## src/rtl/pid_pkg.sv

```systemverilog
package pid_pkg;
  typedef enum logic [3:0] {
    ST_IDLE, ST_ERR, ST_M0, ST_M1, ST_M2, ST_A0, ST_A1, ST_A2, ST_BND, ST_ACK
  } pid_st_e;

  localparam int NLD    = 10;
  localparam int LD_E   = 0;
  localparam int LD_P0  = 1;
  localparam int LD_P1  = 2;
  localparam int LD_P2  = 3;
  localparam int LD_S   = 4;
  localparam int LD_U   = 5;
  localparam int LD_OVF = 6;
  localparam int LD_UP  = 7;
  localparam int LD_E1  = 8;
  localparam int LD_E2  = 9;

  localparam logic [1:0] MS_E0 = 2'd0, MS_E1 = 2'd1, MS_E2 = 2'd2;
  localparam logic [1:0] AA_PD = 2'd0, AA_UP = 2'd1, AA_S = 2'd2;
  localparam logic [1:0] AB_PE = 2'd0, AB_P0 = 2'd1, AB_P1 = 2'd2, AB_P2 = 2'd3;
endpackage

```

## src/rtl/pid_ctrl.sv

```systemverilog
module pid_ctrl
  import pid_pkg::*;
(
  input  logic             clk,
  input  logic             rst_n,
  input  logic             req,
  output logic             ack,
  output logic [NLD-1:0]   ld,
  output logic [1:0]       sel_ma,
  output logic [1:0]       sel_mb,
  output logic [1:0]       sel_aa,
  output logic [1:0]       sel_ab,
  output logic             sub
);
  pid_st_e st_q, st_d;

  always_ff @(posedge clk) begin
    if (!rst_n) st_q <= ST_IDLE;
    else        st_q <= st_d;
  end

  always_comb begin
    st_d = st_q;
    unique case (st_q)
      ST_IDLE: if (req) st_d = ST_ERR;
      ST_ERR:  st_d = ST_M0;
      ST_M0:   st_d = ST_M1;
      ST_M1:   st_d = ST_M2;
      ST_M2:   st_d = ST_A0;
      ST_A0:   st_d = ST_A1;
      ST_A1:   st_d = ST_A2;
      ST_A2:   st_d = ST_BND;
      ST_BND:  st_d = ST_ACK;
      ST_ACK:  if (!req) st_d = ST_IDLE;
      default: st_d = ST_IDLE;
    endcase
  end

  always_comb begin
    ld     = '0;
    sel_ma = MS_E0;
    sel_mb = 2'd0;
    sel_aa = AA_PD;
    sel_ab = AB_PE;
    sub    = 1'b0;
    unique case (st_q)
      ST_ERR: begin sub = 1'b1; ld[LD_E] = 1'b1; end
      ST_M0:  begin sel_ma = MS_E0; sel_mb = 2'd0; ld[LD_P0] = 1'b1; end
      ST_M1:  begin sel_ma = MS_E1; sel_mb = 2'd1; ld[LD_P1] = 1'b1; end
      ST_M2:  begin sel_ma = MS_E2; sel_mb = 2'd2; ld[LD_P2] = 1'b1; end
      ST_A0:  begin sel_aa = AA_UP; sel_ab = AB_P0; ld[LD_S] = 1'b1; end
      ST_A1:  begin sel_aa = AA_S;  sel_ab = AB_P1; ld[LD_S] = 1'b1; end
      ST_A2:  begin sel_aa = AA_S;  sel_ab = AB_P2; ld[LD_S] = 1'b1; end
      ST_BND: begin
        ld[LD_U]  = 1'b1; ld[LD_OVF] = 1'b1; ld[LD_UP] = 1'b1;
        ld[LD_E1] = 1'b1; ld[LD_E2]  = 1'b1;
      end
      default: ;
    endcase
  end

  assign ack = (st_q == ST_ACK);
endmodule

```

## src/rtl/pid_dpath.sv

```systemverilog
module pid_dpath
  import pid_pkg::*;
#(
  parameter int POS_W = 24,
  parameter int DW    = 16,
  parameter int AW    = 32
)(
  input  logic              clk,
  input  logic              rst_n,
  input  logic [NLD-1:0]    ld,
  input  logic [1:0]        sel_ma,
  input  logic [1:0]        sel_mb,
  input  logic [1:0]        sel_aa,
  input  logic [1:0]        sel_ab,
  input  logic              sub,
  input  logic [POS_W-1:0]  pos_des,
  input  logic [POS_W-1:0]  pos_enc,
  input  logic [DW-1:0]     k0,
  input  logic [DW-1:0]     k1,
  input  logic [DW-1:0]     k2,
  input  logic [DW-1:0]     up_bnd,
  input  logic [DW-1:0]     lo_bnd,
  output logic [DW-1:0]     u_out,
  output logic              ovf
);
  localparam logic signed [AW-1:0] E_MAX = AW'((64'sd1 <<< (DW-1)) - 1);
  localparam logic signed [AW-1:0] E_MIN = -E_MAX - AW'(1);

  function automatic logic signed [AW-1:0] sx_d(input logic [DW-1:0] v);
    return $signed({{(AW-DW){v[DW-1]}}, v});
  endfunction

  function automatic logic signed [AW-1:0] sx_p(input logic [POS_W-1:0] v);
    return $signed({{(AW-POS_W){v[POS_W-1]}}, v});
  endfunction

  function automatic logic [DW-1:0] sat_err(input logic signed [AW-1:0] v);
    if (v > E_MAX)      return E_MAX[DW-1:0];
    else if (v < E_MIN) return E_MIN[DW-1:0];
    else                return v[DW-1:0];
  endfunction

  function automatic logic [DW:0] clamp(input logic signed [AW-1:0] v,
                                        input logic [DW-1:0] hi,
                                        input logic [DW-1:0] lo);
    if (v > sx_d(hi))      return {1'b1, hi};
    else if (v < sx_d(lo)) return {1'b1, lo};
    else                   return {1'b0, v[DW-1:0]};
  endfunction

  logic [DW-1:0]        e_q, e1_q, e2_q, up_q, u_q;
  logic                 ovf_q;
  logic signed [AW-1:0] p_q [3];
  logic signed [AW-1:0] s_q;
  logic [DW-1:0]        mul_a, mul_b;
  logic signed [AW-1:0] prod, add_a, add_b, add_y;
  logic [DW:0]          bnd;

  always_comb begin
    unique case (sel_ma)
      MS_E1:   mul_a = e1_q;
      MS_E2:   mul_a = e2_q;
      default: mul_a = e_q;
    endcase
    unique case (sel_mb)
      2'd1:    mul_b = k1;
      2'd2:    mul_b = k2;
      default: mul_b = k0;
    endcase
    unique case (sel_aa)
      AA_UP:   add_a = sx_d(up_q);
      AA_S:    add_a = s_q;
      default: add_a = sx_p(pos_des);
    endcase
    unique case (sel_ab)
      AB_P0:   add_b = p_q[0];
      AB_P1:   add_b = p_q[1];
      AB_P2:   add_b = p_q[2];
      default: add_b = sx_p(pos_enc);
    endcase
  end

  assign prod  = sx_d(mul_a) * sx_d(mul_b);
  assign add_y = sub ? (add_a - add_b) : (add_a + add_b);
  assign bnd   = clamp(s_q, up_bnd, lo_bnd);

  for (genvar i = 0; i < 3; i++) begin : g_prod
    always_ff @(posedge clk) begin
      if (!rst_n)             p_q[i] <= '0;
      else if (ld[LD_P0 + i]) p_q[i] <= prod;
    end
  end

  always_ff @(posedge clk) begin
    if (!rst_n) begin
      e_q <= '0; e1_q <= '0; e2_q <= '0; s_q <= '0;
      up_q <= '0; u_q <= '0; ovf_q <= 1'b0;
    end else begin
      if (ld[LD_E])   e_q   <= sat_err(add_y);
      if (ld[LD_S])   s_q   <= add_y;
      if (ld[LD_U])   u_q   <= bnd[DW-1:0];
      if (ld[LD_OVF]) ovf_q <= bnd[DW];
      if (ld[LD_UP])  up_q  <= bnd[DW-1:0];
      if (ld[LD_E1])  e1_q  <= e_q;
      if (ld[LD_E2])  e2_q  <= e1_q;
    end
  end

  assign u_out = u_q;
  assign ovf   = ovf_q;
endmodule

```

## src/rtl/serial_pid.sv

```systemverilog
module serial_pid
  import pid_pkg::*;
#(
  parameter int POS_W = 24,
  parameter int DW    = 16,
  parameter int AW    = 32
)(
  input  logic             clk,
  input  logic             rst_n,
  input  logic             req,
  input  logic [POS_W-1:0] pos_des,
  input  logic [POS_W-1:0] pos_enc,
  input  logic [DW-1:0]    k0,
  input  logic [DW-1:0]    k1,
  input  logic [DW-1:0]    k2,
  input  logic [DW-1:0]    up_bnd,
  input  logic [DW-1:0]    lo_bnd,
  output logic             ack,
  output logic [DW-1:0]    u_out,
  output logic             ovf
);
  logic [NLD-1:0] ld;
  logic [1:0]     sel_ma, sel_mb, sel_aa, sel_ab;
  logic           sub;

  pid_ctrl u_ctrl (
    .clk(clk), .rst_n(rst_n), .req(req), .ack(ack), .ld(ld),
    .sel_ma(sel_ma), .sel_mb(sel_mb), .sel_aa(sel_aa), .sel_ab(sel_ab), .sub(sub)
  );

  pid_dpath #(.POS_W(POS_W), .DW(DW), .AW(AW)) u_dpath (
    .clk(clk), .rst_n(rst_n), .ld(ld),
    .sel_ma(sel_ma), .sel_mb(sel_mb), .sel_aa(sel_aa), .sel_ab(sel_ab), .sub(sub),
    .pos_des(pos_des), .pos_enc(pos_enc), .k0(k0), .k1(k1), .k2(k2),
    .up_bnd(up_bnd), .lo_bnd(lo_bnd), .u_out(u_out), .ovf(ovf)
  );
endmodule

```

## config.mk

```make
export PLATFORM = sky130hd
export DESIGN_NAME = serial_pid
export DESIGN_NICKNAME = d
export VERILOG_FILES = /design/src/rtl/pid_pkg.sv /design/src/rtl/pid_ctrl.sv /design/src/rtl/pid_dpath.sv /design/src/rtl/serial_pid.sv
export SDC_FILE = /design/constraint.sdc
export NUM_CORES = 1
export LEC_CHECK = 0
export ABC_AREA = 0
export BUFFER_PORTS_ARGS = -buffer_cell sky130_fd_sc_hd__buf_2
export CAP_MARGIN = 0
export CORE_UTILIZATION = 45
export DETAILED_ROUTE_END_ITERATION = 12
export PLACE_DENSITY = 0.64
export REMOVE_ABC_BUFFERS = 1
export SYNTH_ARGS = -nofsm -noshare
export SYNTH_HDL_FRONTEND = slang
export SYNTH_SLANG_ARGS = --single-unit
```

## constraint.sdc

```tcl
create_clock -name clk -period 27.6 [get_ports clk]
set_input_delay 5.52 -clock clk [delete_from_list [all_inputs] [get_ports clk]]
set_output_delay 5.52 -clock clk [all_outputs]
set_load 0.05 [all_outputs]
```

# After elaboration in Yosys (flattened, before gate mapping)
# Memories as Yosys holds them, arrays and structs flattened.
# Cells that the tools add are included.
[word_totals] reg_bits=117 output_inout_bits=18 input_bits=131 wordCells=75 memories=1 latch_bits=0 mem_bits_rw=96 mem_bits_ro=0
[memory_table] name="u_dpath.p_q" words=3 width=32 rd=3 rd_ports_with_merged_regs=0 write_ports=3 line="pid_dpath.sv:53" source="logic signed [AW-1:0] p_q [3];"
[classes] eq_ne=18 n_mux=34 div_mod_pow=0 magnitude_cmp=4 mul=1 bitwise_logic=3 n_reduce_logical=4 shift=0 add_sub_neg=2
[op_table] op="2-to-1 mux 32 bit" n=4
[op_table] op="one-hot mux 32 bit (3 select lines)" n=1
[op_table] op="one-hot mux 16 bit (2 select lines)" n=2
[op_table] op="one-hot mux 32 bit (2 select lines)" n=1
[op_table] op="one-hot mux 4 bit (10 select lines)" n=1
[op_table] op="2-to-1 mux 17 bit" n=2
[op_table] op="adder 32 bit" n=1
[op_table] op="greater-than comparator 32 x 16 -> 1 bit" n=1
[op_table] op="greater-than comparator 32 x 16 -> 1 bit (second input constant)" n=1
[op_table] op="< comparator 32 x 16 -> 1 bit" n=1
[op_table] op="< comparator 32 x 16 -> 1 bit (second input constant)" n=1
[op_table] op="multiplier 16 x 16 -> 32 bit" n=1
[op_table] op="2-to-1 mux 16 bit" n=2
[op_table] op="subtractor 32 bit" n=1
[op_table] op="equality test 4 x 3 -> 1 bit (second input constant)" n=4
[op_table] op="2-to-1 mux 1 bit" n=15
[op_table] op="equality test 2 bit (second input constant)" n=4
[op_table] op="equality test 4 x 2 -> 1 bit (second input constant)" n=2
[op_table] op="equality test 4 bit (second input constant)" n=2
[op_table] op="2-to-1 mux 4 bit" n=2
[op_table] op="one-hot mux 2 bit (2 select lines)" n=2
[op_table] op="equality test 2 x 1 -> 1 bit (second input constant)" n=3
[op_table] op="one-hot mux 2 bit (3 select lines)" n=1
[op_table] op="2-to-1 mux 5 bit" n=1
[op_table] op="other kinds (7)" n=10

# Depth between registers and ports, before layout
# Gate-level depths: netlist of run 1.
[logic_depth] word_depth=10 mapped_depth=38 depth_no_buf=32

# By module
# From an unflattened synthesis of run 1, not the netlist that was laid out.
[hier_totals] hier_cells=2605 area_unflattened_um2=23725.3
[by_module_without_submodules] module="pid_dpath" area_each_um2=23397.4 n_inst=1 cells_per_inst=2557 seq_area_each_um2=5144.9
[by_module_without_submodules] module="pid_ctrl" area_each_um2=327.8 n_inst=1 cells_per_inst=48 seq_area_each_um2=80.1

# Worst setup path before layout of run 1
# Ideal clock, no wire load.
[synth_path] path_kind="input-to-reg" startpoint="in k1[6]" endpoint="mem u_dpath.p_q[1][30] (data pin)" stages=25 slack_ns=15.548 required_time_ns=27.335 setup_ns=0.265 arrival_time_ns=11.787 n_path_buf=1 cell_sequence="a22oi_1 -> o21ai_1 -> clkbuf_1 -> nand2_1 -> fa_1 -> inv_1 -> fa_1 -> inv_1 -> fa_1 -> fa_1 -> fa_1 -> inv_1 -> fa_1 -> ha_1 -> a21o_1 -> a21o_1 -> a211oi_1 -> a21bo_2 -> a221oi_1 -> o31ai_1 -> nor4_1 -> nor3_1 -> a211oi_1 -> xor2_1 -> nor2_1"
[synth_lines] item="from (decl)" line="serial_pid.sv:14" source="input logic [DW-1:0] k1,"
[synth_lines] item="to (decl)" line="pid_dpath.sv:53"

==> results of run 1 <==
[synthesized netlist by cell type, drive strengths merged (32+ instances only)]
cell | number | area, um2
and2 | 33 | 206
nor2 | 268 | 1010
nand2 | 348 | 1310
nand3 | 51 | 255
a21o | 60 | 450
a22oi | 34 | 255
xor2 | 41 | 359
o22ai | 62 | 388
nand2b | 32 | 200
inv | 343 | 1290
a21boi | 45 | 338
ha | 181 | 2260
a21oi | 125 | 641
o21ai | 123 | 619
xnor2 | 50 | 438
edfxtp | 96 | 2880
dfxtp | 101 | 2020
fa | 263 | 5270
o21a | 40 | 300
clkbuf | 102 | 383
[flip-flops by register name, summed over array words and instances, names as in the netlist]
signal         cells
u_dpath.e2_q      16
u_ctrl.st_q        4
u_dpath.u_out     16
u_dpath.s_q       32
u_dpath.ovf        1
u_dpath.e1_q      16
u_dpath.p_q       96
u_dpath.e_q       16
[metrics by stage]
step | hold WS [ns] | instances
4_1_cts | 0.470 | 3502
5_1_grt | 0.486 | 3502
3_3_place_gp | 0.451 | 3470
2_1_floorplan | 0.443 | 2608
3_5_place_dp | 0.457 | 3470
6_report | 0.465 | 3502
[routing by layer]
metal | vias up | wire, um
met5 | - | 27
met4 | 4 | 2230
met1 | 9687 | 30600
met3 | 96 | 4280
met2 | 683 | 33200
li1 | 9377 | -
[worst max path at each step]
stage                      from                  to  slack (ns)  cells past startpoint
after floorplan           k1[6]  u_dpath.p_q[1][30]       15.46                     24
after global placement    k1[6]  u_dpath.p_q[1][30]       14.67                     25
after detailed placement  k1[6]  u_dpath.p_q[1][30]       14.52                     25
after CTS                 k1[6]  u_dpath.p_q[1][30]       15.06                     25
after global routing      k1[4]  u_dpath.p_q[1][30]       14.58                     25
final                     k1[6]  u_dpath.p_q[1][30]       15.05                     25
[tightest hold or removal path, stage by stage (launching register included)]
cell and delay, ns:
dfxtp_1 0.32, nand2_1 0.04, a21boi_0 0.06
[logic make-up after synthesis]
family                   share of synthesized area
AND/OR/NAND/NOR                              0.166
AO/OA/AOI/OAI                                0.172
buffers and inverters                       0.0789
adder cells (fa/ha/maj)                      0.319
flip-flops                                   0.208
XOR/XNOR                                    0.0338
multiplexers                                0.0224
[cells in the final DEF (no fill, tap or decap), types with 11 or more instances in the layout]
cell type	count
a211oi_1	11
a211oi_2	14
a21boi_0	44
a21o_1	60
a21oi_1	123
a221oi_1	11
a22oi_1	34
a31oi_1	13
and2_1	33
and3_1	18
buf_2	147
buf_4	35
clkbuf_16	17
dfxtp_1	100
edfxtp_1	96
fa_1	263
ha_1	180
inv_1	342
mux2_2	22
mux2i_1	28
nand2_1	347
nand2b_1	32
nand3_1	51
nand4_1	27
nor2_1	266
nor2b_1	13
nor3_1	27
o21a_1	40
o21ai_0	92
o21ai_1	30
o221ai_1	19
o22ai_1	61
or2_2	12
or3_1	13
xnor2_1	50
xor2_1	41
[final cells by class]
type | instances | area share
multi-input cells | 2068 | 0.661
flip-flops and latches | 197 | 0.192
inverters | 343 | 0.0505
repair buffers | 182 | 0.0392
well taps | 680 | 0.0334
clock buffers | 17 | 0.0167
clock inverters | 15 | 0.00697
==> results.json, run 1 <==
{
  "cts_tree": "done",
  "synth-main-ff-cell": "dfxtp_1",
  "reg2regPathDepth": 27,
  "slowest_stage": "o21ai_1",
  "fp.coreArea_um2": 51500,
  "arrival_ns": 12.79,
  "first_global_vias": 20000,
  "setup.worst_path.class": "in -> reg",
  "crit_family": "adder cells",
  "avgSynthCellArea_um2": 8.61,
  "cts_root_buf": "clkbuf_16",
  "place_ws_ns": 14.52,
  "cp_common_cell": "fa_1",
  "crit_required_ns": 27.84,
  "gp_congestion": 0.924,
  "hp-class": "reg -> reg",
  "met1_usage": 0.349,
  "synth-edff-count": 96,
  "dr_total_vias": 19800,
  "crit-reg2reg-capture": "u_dpath.p_q[1][30]",
  "final_cell_area_um2": 25500,
  "grt_max_degree": 88,
  "path_buf_inv": 4,
  "synth_warnings": 0,
  "grtUsageMet3": 0.0430,
  "crit_path_end_kind": "flip-flop",
  "seqCellArea_um2": 4910,
  "status": "finished, final reports clean",
  "antenna_left": 0,
  "rsz0062_at_grt": "no",
  "min_path_cells": 2,
  "track_usage": 0.268,
  "cpPeakStageDelay_ns": 0.92,
  "fp.dieArea_um2": 53300,
  "cap_violations": 0,
  "initial_utilization": 0.458,
  "postCtsSetupBuffers": 0,
  "cts_made_buffers": 17,
  "drive_above_1_share": 0.101,
  "num_rows": 83,
  "fp.dieW_um": 231,
  "ys_seq_elements": 197,
  "min_to": "u_dpath.e2_q[0]",
  "grt_pass1_wl_um": 110000,
  "holdBufCountCts": 0,
  "cp_max_fo": 16,
  "clkTransAtPathRegs_ns": 0.09,
  "dr.pass1.iters": 6,
  "syn_area_um2": 23600,
  "die_y_um": 231,
  "start_kind": "input port",
  "overflow": 0,
  "setup_viol": 0,
  "cts_resized": 0,
  "synthArstFlopShare": 0,
  "yosysUniqueCellTypes": 80,
  "dpl.hpwl_um": 55200,
  "clock_latency_ns": 0.50,
  "grt.busiest_layer": "met2",
  "viasPerCell": 5.67,
  "hold_viol": 0,
  "insertedDiodeCount": 0,
  "r2r_start": "u_ctrl.st_q[1]",
  "placed_cell_area_um2": 24900,
  "yosysSeqAreaShare": 0.208,
  "fin_nets": 3384,
  "first_iter_violations": 1395,
  "fin_util": 0.495,
  "htree_levels": 4,
  "cts_sinks": 197,
  "finalMaxSlewViolations": 0,
  "grt_util_met2": 0.445,
  "setup_tns_ns": 0,
  "reg2reg_slack_ns": 17.57,
  "period_share": 0.455,
  "place.port_buffers": 148,
  "multiInputGateArea_um2": 16900,
  "timing.final.ws_setup_ns": 15.05,
  "hp-start": "u_dpath.e2_q[0]",
  "worstMarginPinSlew_ns": 1.33,
  "min_period_ns": 12.55,
  "max_freq_mhz": 79.7,
  "antenna_found_initial": 2,
  "nFillCells": 4925,
  "slew_headroom": 0.104,
  "skew_ns": 0.0152,
  "num_io_pins": 149,
  "route.detailed.drc": 0,
  "wl_per_cell_um": 20.1,
  "syn_to_final_growth_pct": 8.10,
  "clk_path_buf_depth": 2,
  "synthCells": 2739,
  "routed_wl_um": 70300
}
Power of run 1 is not shown: default switching activity piles up to over one toggle a cycle in this logic, so the estimate is an artifact.
==> run 2: changes to the inputs <==
Clock period 27.6 ns to 11.55 ns, I/O delays scaled along.
==> results.json, run 2 (synthesis results as in run 1) <==
{
  "place.port_buffers": 148,
  "antenna_left": 0,
  "viasPerCell": 5.67,
  "setup_viol": 0,
  "cp_common_cell": "fa_1",
  "cap_violations": 0,
  "route.detailed.drc": 0,
  "cp_max_fo": 64,
  "first_global_vias": 20100,
  "syn_to_final_growth_pct": 8.38,
  "routed_wl_um": 70400,
  "final_cell_mix": "347 x nand2_1, 342 x inv_1, 266 x nor2_1",
  "num_io_pins": 149,
  "holdBufCountCts": 0,
  "hp-class": "reg -> reg",
  "status": "finished, final reports clean",
  "arrival_ns": 9.89,
  "setup.worst_path.class": "reg -> reg",
  "crit_path_end_kind": "flip-flop",
  "skew_ns": 0.0173,
  "clock_latency_ns": 0.50,
  "cpPeakStageDelay_ns": 0.76,
  "fp.coreArea_um2": 51500,
  "drive_above_1_share": 0.103,
  "start_kind": "flip-flop",
  "cts_resized": 0,
  "setup_tns_ns": 0,
  "htree_levels": 4,
  "slew_headroom": 0.220,
  "wl_per_cell_um": 20.1,
  "worstMarginPinSlew_ns": 1.17,
  "layout_commonest_cell": "nand2_1",
  "overflow": 0,
  "clk_path_buf_depth": 2,
  "min_period_ns": 9.66,
  "gp_congestion": 0.925,
  "clkTransAtPathRegs_ns": 0.08,
  "top_register": "u_dpath.p_q",
  "track_usage": 0.268,
  "die_y_um": 231,
  "cts_sinks": 197,
  "antenna_found_initial": 0,
  "rsz0062_at_grt": "no",
  "cts_tree": "done",
  "num_rows": 83,
  "finalMaxSlewViolations": 0,
  "cts_made_buffers": 17,
  "period_share": 0.836,
  "fin_nets": 3391,
  "max_freq_mhz": 104,
  "timing.final.ws_setup_ns": 1.89,
  "fp.dieW_um": 231,
  "cts_root_buf": "clkbuf_16",
  "fp.dieArea_um2": 53300,
  "dr_total_vias": 19900,
  "dr.pass1.iters": 5,
  "slowest_stage": "dfxtp_1",
  "initial_utilization": 0.458,
  "dpl.hpwl_um": 55900,
  "hold_viol": 0,
  "crit_required_ns": 11.78,
  "grt_pass1_wl_um": 110000,
  "insertedDiodeCount": 0,
  "place_ws_ns": 2.01,
  "postCtsSetupBuffers": 0,
  "first_iter_violations": 1321,
  "largest_reg_flops": 96,
  "grt_max_degree": 110,
  "largestRegisters": "u_dpath.p_q: 96 flops, u_dpath.s_q: 32 flops"
}
run 2: changes by cell type in the layout (fill, tap and decap cells not counted), sizes merged:
cell	change
bufinv	+2
buf	+7
inv	-1
clkinv	-2
clkbuf	+2
clkinvlp	-1
run 2: layout make-up:
type,instances,area (um2)
clock buffer,19,433
multi-input combinational,2068,16900
timing repair buffer,189,1050
clock inverter,13,181
inverter,343,1290
fill,4954,25900
tap,680,851
sequential,197,4910
run 2: metal layers:
metal | vias up | track usage | routed length, um
met3 | 105 | 0.0415 | 3930
li1 | 9358 | - | -
met2 | 686 | 0.448 | 33600
met4 | 0 | 0.109 | 2510
met5 | - | 0 | 0
met1 | 9763 | 0.345 | 30300
run 2: worst paths after layout:
kind                   startpoint                 end  slack (ns)  cells after the start
setup reg to reg   u_ctrl.st_q[3]  u_dpath.p_q[2][30]        1.89                     28
hold / removal    u_dpath.e2_q[7]     u_dpath.e2_q[7]        0.47                      2
setup / recovery   u_ctrl.st_q[3]  u_dpath.p_q[2][30]        1.89                     28
hold reg to reg   u_dpath.e2_q[7]     u_dpath.e2_q[7]        0.47                      2
run 2: critical path, delay by kind of cell, from the launching register on:
| family | cells | cell delay, ns |
|---|---|---|
| AOI/OAI and AO/OA | 6 | 1.87 |
| xor gates and xnor gates | 1 | 0.26 |
| adders and majority gates | 8 | 4.03 |
| buffers and inverters | 4 | 0.70 |
| DFF | 1 | 0.76 |
| and+or+nand+nor | 9 | 1.73 |
run 2: stage by stage:
step           hold WS, ns  instance area (um2)  instances  utilization
2_1_floorplan        0.443                23000       2608            -
3_3_place_gp         0.455                25000       3477        0.484
3_5_place_dp         0.460                25000       3477        0.484
4_1_cts              0.470                25600       3509        0.496
5_1_grt              0.495                25600       3509        0.496
6_report             0.468                25600       3509        0.496
Power of run 2 is left out for the same reason.
